File: src/rtl/spare_route_pkg.sv
package spare_route_pkg;

    // Drive permissions derived from the two global controls.
    typedef struct packed {
        logic data_en;   // words and recovered clocks
        logic lock_en;   // lock flags
        logic mon_en;    // monitor, before its own delayed enable
    } gate_ctl_t;

    function automatic gate_ctl_t gate_decode(input logic pwr_on, input logic out_en);
        gate_ctl_t g;
        g.lock_en = pwr_on;
        g.data_en = pwr_on & out_en;
        g.mon_en  = pwr_on & out_en;
        return g;
    endfunction

endpackage

File: src/rtl/spare_route_ctrl.sv
module spare_route_ctrl #(
    parameter int NCH     = 6,
    parameter int MON_LAT = 2,
    localparam int SEL_W  = $clog2(NCH + 2)
) (
    input  logic             clk,
    input  logic             rst_n,
    input  logic [SEL_W-1:0] sel_code,
    input  logic             mon_en,
    output logic [SEL_W-1:0] sel_q,
    output logic             mon_en_eff
);

    typedef struct packed {
        logic [SEL_W-1:0]   sel;
        logic [MON_LAT-1:0] pipe;
    } ctrl_st_t;

    ctrl_st_t st_d, st_q;

    always_comb begin
        st_d      = st_q;
        st_d.sel  = sel_code;
        st_d.pipe = (st_q.pipe << 1) | MON_LAT'(mon_en);
    end

    always_ff @(posedge clk or negedge rst_n) begin
        if (!rst_n) begin
            st_q.sel  <= '1;   // undriven select reads as all ones
            st_q.pipe <= '0;
        end else begin
            st_q <= st_d;
        end
    end

    assign sel_q      = st_q.sel;
    assign mon_en_eff = st_q.pipe[MON_LAT-1];

    generate
        if (MON_LAT >= 2) begin : g_lat_chk
            AST_MON_LATENCY: assert property (@(posedge clk) disable iff (!rst_n)
                $rose(mon_en) |=> !mon_en_eff)
                else $error("monitor enable acted too early");
        end
    endgenerate

endmodule

File: src/rtl/spare_route_xbar.sv
module spare_route_xbar #(
    parameter int NCH    = 6,
    localparam int SEL_W = $clog2(NCH + 2)
) (
    input  logic [SEL_W-1:0] sel_q,
    input  logic [NCH-1:0]   prim_in,
    input  logic             spare_in,
    output logic [NCH-1:0]   des_in,
    output logic             mon_bit,
    output logic             mon_park
);

    localparam logic [SEL_W-1:0] CODE_PARK = SEL_W'(NCH);

    genvar gi;
    generate
        for (gi = 0; gi < NCH; gi++) begin : g_ch
            assign des_in[gi] = (sel_q == SEL_W'(gi)) ? spare_in : prim_in[gi];
        end
    endgenerate

    // Displaced primary goes to the monitor; codes above park pass the spare.
    always_comb begin
        mon_bit = spare_in;
        for (int i = 0; i < NCH; i++) begin
            if (sel_q == SEL_W'(i)) mon_bit = prim_in[i];
        end
    end

    assign mon_park = (sel_q == CODE_PARK);

endmodule

File: src/rtl/spare_route_gate.sv
module spare_route_gate
    import spare_route_pkg::*;
#(
    parameter int NCH    = 6,
    parameter int WORD_W = 10,
    localparam int BUS_W = NCH * WORD_W
) (
    input  logic             pwr_on,
    input  logic             out_en,
    input  logic             mon_en_eff,
    input  logic             mon_park,
    input  logic             mon_bit,
    input  logic [BUS_W-1:0] word_in,
    input  logic [NCH-1:0]   rclk_in,
    input  logic [NCH-1:0]   lock_in,
    output logic [BUS_W-1:0] word_out,
    output logic [NCH-1:0]   word_oe,
    output logic [NCH-1:0]   rclk_out,
    output logic [NCH-1:0]   rclk_oe,
    output logic [NCH-1:0]   lock_out,
    output logic [NCH-1:0]   lock_oe,
    output logic             mon_out,
    output logic             mon_oe
);

    gate_ctl_t g;
    assign g = gate_decode(pwr_on, out_en);

    genvar gi;
    generate
        for (gi = 0; gi < NCH; gi++) begin : g_ch
            assign word_out[gi*WORD_W +: WORD_W] = word_in[gi*WORD_W +: WORD_W] & {WORD_W{g.data_en}};
            assign word_oe[gi]  = g.data_en;
            assign rclk_out[gi] = rclk_in[gi] & g.data_en;
            assign rclk_oe[gi]  = g.data_en;
            assign lock_out[gi] = lock_in[gi] & g.lock_en;
            assign lock_oe[gi]  = g.lock_en;
        end
    endgenerate

    assign mon_oe  = g.mon_en & mon_en_eff & ~mon_park;
    assign mon_out = mon_bit & mon_oe;

endmodule

File: src/rtl/spare_route_top.sv
module spare_route_top #(
    parameter int NCH     = 6,
    parameter int WORD_W  = 10,
    parameter int MON_LAT = 2,
    localparam int SEL_W  = $clog2(NCH + 2),
    localparam int BUS_W  = NCH * WORD_W
) (
    input  logic             clk,
    input  logic             rst_n,
    input  logic             pwr_on,
    input  logic             out_en,
    input  logic             mon_en,
    input  logic [SEL_W-1:0] sel_code,
    input  logic [NCH-1:0]   prim_in,
    input  logic             spare_in,
    input  logic [BUS_W-1:0] word_in,
    input  logic [NCH-1:0]   rclk_in,
    input  logic [NCH-1:0]   lock_in,
    output logic [NCH-1:0]   des_in,
    output logic [BUS_W-1:0] word_out,
    output logic [NCH-1:0]   word_oe,
    output logic [NCH-1:0]   rclk_out,
    output logic [NCH-1:0]   rclk_oe,
    output logic [NCH-1:0]   lock_out,
    output logic [NCH-1:0]   lock_oe,
    output logic             mon_out,
    output logic             mon_oe
);

    logic [SEL_W-1:0] sel_q;
    logic             mon_en_eff;
    logic             mon_bit;
    logic             mon_park;

    spare_route_ctrl #(.NCH(NCH), .MON_LAT(MON_LAT)) u_ctrl (
        .clk        (clk),
        .rst_n      (rst_n),
        .sel_code   (sel_code),
        .mon_en     (mon_en),
        .sel_q      (sel_q),
        .mon_en_eff (mon_en_eff)
    );

    spare_route_xbar #(.NCH(NCH)) u_xbar (
        .sel_q    (sel_q),
        .prim_in  (prim_in),
        .spare_in (spare_in),
        .des_in   (des_in),
        .mon_bit  (mon_bit),
        .mon_park (mon_park)
    );

    spare_route_gate #(.NCH(NCH), .WORD_W(WORD_W)) u_gate (
        .pwr_on     (pwr_on),
        .out_en     (out_en),
        .mon_en_eff (mon_en_eff),
        .mon_park   (mon_park),
        .mon_bit    (mon_bit),
        .word_in    (word_in),
        .rclk_in    (rclk_in),
        .lock_in    (lock_in),
        .word_out   (word_out),
        .word_oe    (word_oe),
        .rclk_out   (rclk_out),
        .rclk_oe    (rclk_oe),
        .lock_out   (lock_out),
        .lock_oe    (lock_oe),
        .mon_out    (mon_out),
        .mon_oe     (mon_oe)
    );

    AST_PWRDN_QUIET: assert property (@(posedge clk) disable iff (!rst_n)
        !pwr_on |-> (lock_oe == '0 && word_oe == '0 && rclk_oe == '0 && !mon_oe && word_out == '0))
        else $error("outputs driven while powered down");

    AST_LOCK_HOLD: assert property (@(posedge clk) disable iff (!rst_n)
        (pwr_on && !out_en) |-> (lock_oe == '1 && lock_out == lock_in && word_oe == '0 && !mon_oe))
        else $error("lock or data gating wrong with outputs disabled");

    AST_PARK_MON: assert property (@(posedge clk) disable iff (!rst_n)
        (sel_code == SEL_W'(NCH)) |=> !mon_oe)
        else $error("monitor driven under park code");

    genvar gi;
    generate
        for (gi = 0; gi < NCH; gi++) begin : g_chk
            AST_SUBST: assert property (@(posedge clk) disable iff (!rst_n)
                (sel_code == SEL_W'(gi)) |=> (des_in[gi] == spare_in))
                else $error("spare not steered into selected channel");
            AST_MON_ROUTE: assert property (@(posedge clk) disable iff (!rst_n)
                (sel_code == SEL_W'(gi)) |=> (!mon_oe || mon_out == prim_in[gi]))
                else $error("displaced primary not on monitor");
        end
    endgenerate

endmodule

File: config.mk
export PLATFORM = sky130hd
export DESIGN_NAME = spare_route_top
export DESIGN_NICKNAME = d
export VERILOG_FILES = /design/src/rtl/spare_route_pkg.sv /design/src/rtl/spare_route_ctrl.sv /design/src/rtl/spare_route_xbar.sv /design/src/rtl/spare_route_gate.sv /design/src/rtl/spare_route_top.sv
export SDC_FILE = /design/constraint.sdc
export NUM_CORES = 1
export LEC_CHECK = 0
export ABC_AREA = 1
export CORE_ASPECT_RATIO = 1.25
export CORE_MARGIN = 2
export CORE_UTILIZATION = 23
export CTS_BUF_LIST = sky130_fd_sc_hd__clkbuf_8
export DETAILED_ROUTE_END_ITERATION = 8
export GPL_ROUTABILITY_DRIVEN = 0
export PLACE_DENSITY = 0.91
export SKIP_LAST_GASP = 1
export SYNTH_ARGS = -nofsm -noshare
export SYNTH_HDL_FRONTEND = slang
export SYNTH_SLANG_ARGS = --single-unit
File: constraint.sdc
create_clock -name clk -period 3.7 [get_ports clk]
set_clock_uncertainty 0.1 [all_clocks]
set_input_delay 0.74 -clock clk [delete_from_list [all_inputs] [get_ports clk]]
set_output_delay 0.74 -clock clk [all_outputs]
set_load 0.01 [all_outputs]
==> run_results.csv <==
group,metric,value,unit
run_status,outcome,"complete, no violations",
layout,area_growth_syn_to_layout,167,%
logic_synthesis,syn-mean-instance-area,4.91,µm²
min_path,hold_path.class,"flip-flop to flip-flop",
logic_synthesis,postSynth.asyncResetShare,100,%
power_and_ir_drop,p_per_area,152,nW/µm²
placement,place_area,2810,µm²
floorplan,start_util,24.2,%
drt,routed_via_density,3.98,
placement,dp_hpwl,4390,µm
global_route,grt_pass1_vias,1686,
worst_setup_path,timing.critical_path.from_type,"input port",
clocking,cts_root_buf,"clkbuf_8",
sta,layout_min_cycle_time,3.22,ns
worst_setup_path,crit_chain,"clkdlybuf4s50_1 -> nand2_2 -> buf_4 -> nor2_1 -> clkdlybuf4s50_1",
power_and_ir_drop,clockPowerShare,22.4,%
clocking,htree_levels,1,
run,drv_cap,0,
power_and_ir_drop,p_leak,1.45,nW
power_and_ir_drop,combPwrFrac,63.4,%
layout,fin_area,2860,µm²
sta,fin_crit_sh,87.1,%
worst_setup_path,crit_type,"input port to output port",
drt,ant_nets,0,
sta,slew_violations,0,
floorplan,die_area,5220,µm²
power_and_ir_drop,netSwitchingFraction,29.8,%
logic_synthesis,synth_area_leader_cell,"inv_1",
floorplan,num_rows,27,
worst_setup_path,critPathArrivalTime,2.38,ns
logic_synthesis,synth-edff-count,0,
power_and_ir_drop,power.switching,0.130,mW
power_and_ir_drop,total_power,0.435,mW
placement,io_buffers,184,
worst_setup_path,max_stage_delay,0.50,ns
clocking,cts.sinks,5,
drt,drcViolationCount,0,
sta,setup-violations-final,0,
logic_synthesis,netlist_instances,218,
logic_synthesis,synthesis.nets,305,
drt,drtIter0Drc,49,
worst_setup_path,crit_fanout,66,
drt,vias,1759,
layout,drive_gt1_share,3.91,%
sta,whs,0.258,ns
logic_synthesis,ys_types,20,
power_and_ir_drop,p_seq_share,14.2,%
logic_synthesis,ys_seq_elements,5,
worst_setup_path,crit_slowest_cell,"buf_4",
global_route,overflow,0,
sta,tightest_slew,0.601,ns
worst_setup_path,path_buf_inv,3,
global_route,grt_use_total,18.1,%
sta,slew_headroom,59.9,%
global_route,grt_max_degree,67,
clocking,clkTransAtPathRegs,0.03,ns
clocking,cts_buffers,3,
power_and_ir_drop,ir_drop,0.199,mV
sta,tns,0,ns
sta,rsz0062_at_grt,"false",
drt,wl_per_cell,11.3,µm
clocking,cts_hold_buf,0,
sta,fmax,310,MHz
floorplan,pin_count,185,
layout,nets,472,
clocking,post_cts_buffers,0,
clocking,clkLatencyLatePin,0.22,ns
global_route,grt_pass1_wl,7450,µm
power_and_ir_drop,internal_power,0.305,mW
drt,wl,4980,µm
global_route,antenna_found_initial,0,
logic_synthesis,ys_warn_count,0,
floorplan,core_area,4430,µm²
drt,dr.pass1.iters,4,
worst_setup_path,cpMostUsedCell,"clkdlybuf4s50_1",
logic_synthesis,yosysSeqAreaShare,12.0,%
floorplan,dieWidth,65,µm
clocking,clk_path_buf_depth,2,
clocking,ctsResizeCount,0,
worst_setup_path,crit_path_end_kind,"output port",
logic_synthesis,synth_area_leaders,"inv_1 (28%), nor2_1 (25%), buf_4 (12%)",
clocking,cts_tree,"yes",
logic_synthesis,synth_ff_type,"dfstp_2",
layout,antenna_cells,0,
worst_setup_path,required,2.86,ns
sta,hold_viol_final,0,
logic_synthesis,synth_top_area_share,27.7,%
worst_setup_path,crit_family,"buffers and inverters",
logic_synthesis,syn_area,1070,µm²
floorplan,chipHeight,80.3,µm
sequential cells by signal (all words and copies together), names as in the netlist:
| signal | count |
|---|---|
| u_ctrl.sel_q | 3 |
| u_ctrl.st_q | 1 |
| u_ctrl.mon_en_eff | 1 |
per-stage QoR:
step	worst slack, ns	cells	utilization, %
final	0.476	442	64.6
after global routing	0.328	442	64.6
after CTS	0.442	442	64.6
after detailed placement	0.451	438	63.6
after global placement	0.460	438	63.6
after floorplan	1.47	218	-
cells in the mapped netlist, types with 2 or more instances:
cell,number
dfrtp_1,2
nor3_2,2
dfstp_2,3
buf_4,17
buf_6,4
inv_2,2
o21ai_0,5
inv_1,79
nand3_1,4
a21oi_1,2
nor2_1,71
nand2_1,18
clkbuf_1,2
layout by cell type (no fill, tap or decap):
master	n
a21oi_1	2
a21oi_2	1
buf_4	2
clkbuf_8	3
clkdlybuf4s50_1	184
dfrtp_1	2
dfstp_2	3
inv_1	80
inv_2	2
nand2_1	18
nand2_2	1
nand3_1	4
nand3_2	1
nor2_1	71
nor3_1	1
nor3_2	2
o21a_1	1
o21ai_0	5
o21ai_1	1
metal layers:
layer  vias up  GRT usage (%)  share of wire [%]
met5         -              0                  0
met4         0           4.47                1.1
met3         8           5.60                 11
met2       107           38.6                 55
met1       744           15.6                 33
li1        900              -                  -
cell families (layout without fill, tap and decap cells):
family | after synthesis | in the layout | share of synthesized area [%]
buffers and inverters | 105 | 271 | 45.7
and+or+nand+nor | 98 | 98 | 37.0
AOI/OAI and AO/OA | 10 | 10 | 5.26
DFF | 5 | 5 | 12.0
cell type report:
cell class,count,area [µm²]
Clock inverter,1,3.75
Inverter,81,304
Clock buffer,3,41.3
Multi-Input combinational cell,108,452
Sequential cell,5,129
Tap cell,58,72.6
Timing Repair Buffer,186,1860
Fill cell,372,1570
final timing paths:
kind / startpoint / endpoint / slack [ns] / depth (start not counted)
max reg2reg: u_ctrl.st_q[0]$_DFF_PN0_ / u_ctrl.mon_en_eff$_DFF_PN0_ / 3.13 / 0
min reg2reg: u_ctrl.st_q[0]$_DFF_PN0_ / u_ctrl.mon_en_eff$_DFF_PN0_ / 0.26 / 0
max: pwr_on / word_out[31] / 0.48 / 5
min in group asynchronous: rst_n / u_ctrl.st_q[0]$_DFF_PN0_ / 0.64 / 1
min: u_ctrl.st_q[0]$_DFF_PN0_ / u_ctrl.mon_en_eff$_DFF_PN0_ / 0.26 / 0
max in group asynchronous: rst_n / u_ctrl.sel_q[1]$_DFF_PN1_ / 2.62 / 1
power groups by stage:
stage	combinational, mW	clock [mW]	sequential, mW
6_report	0.276	0.0975	0.0618
5_1_grt	0.297	0.106	0.0621
4_1_cts	0.279	0.0992	0.0618
3_5_place_dp	0.278	0	0.0624
3_3_place_gp	0.272	0	0.0621
2_1_floorplan	0.0977	0	0.0619
(Power assumes the default switching activity.)
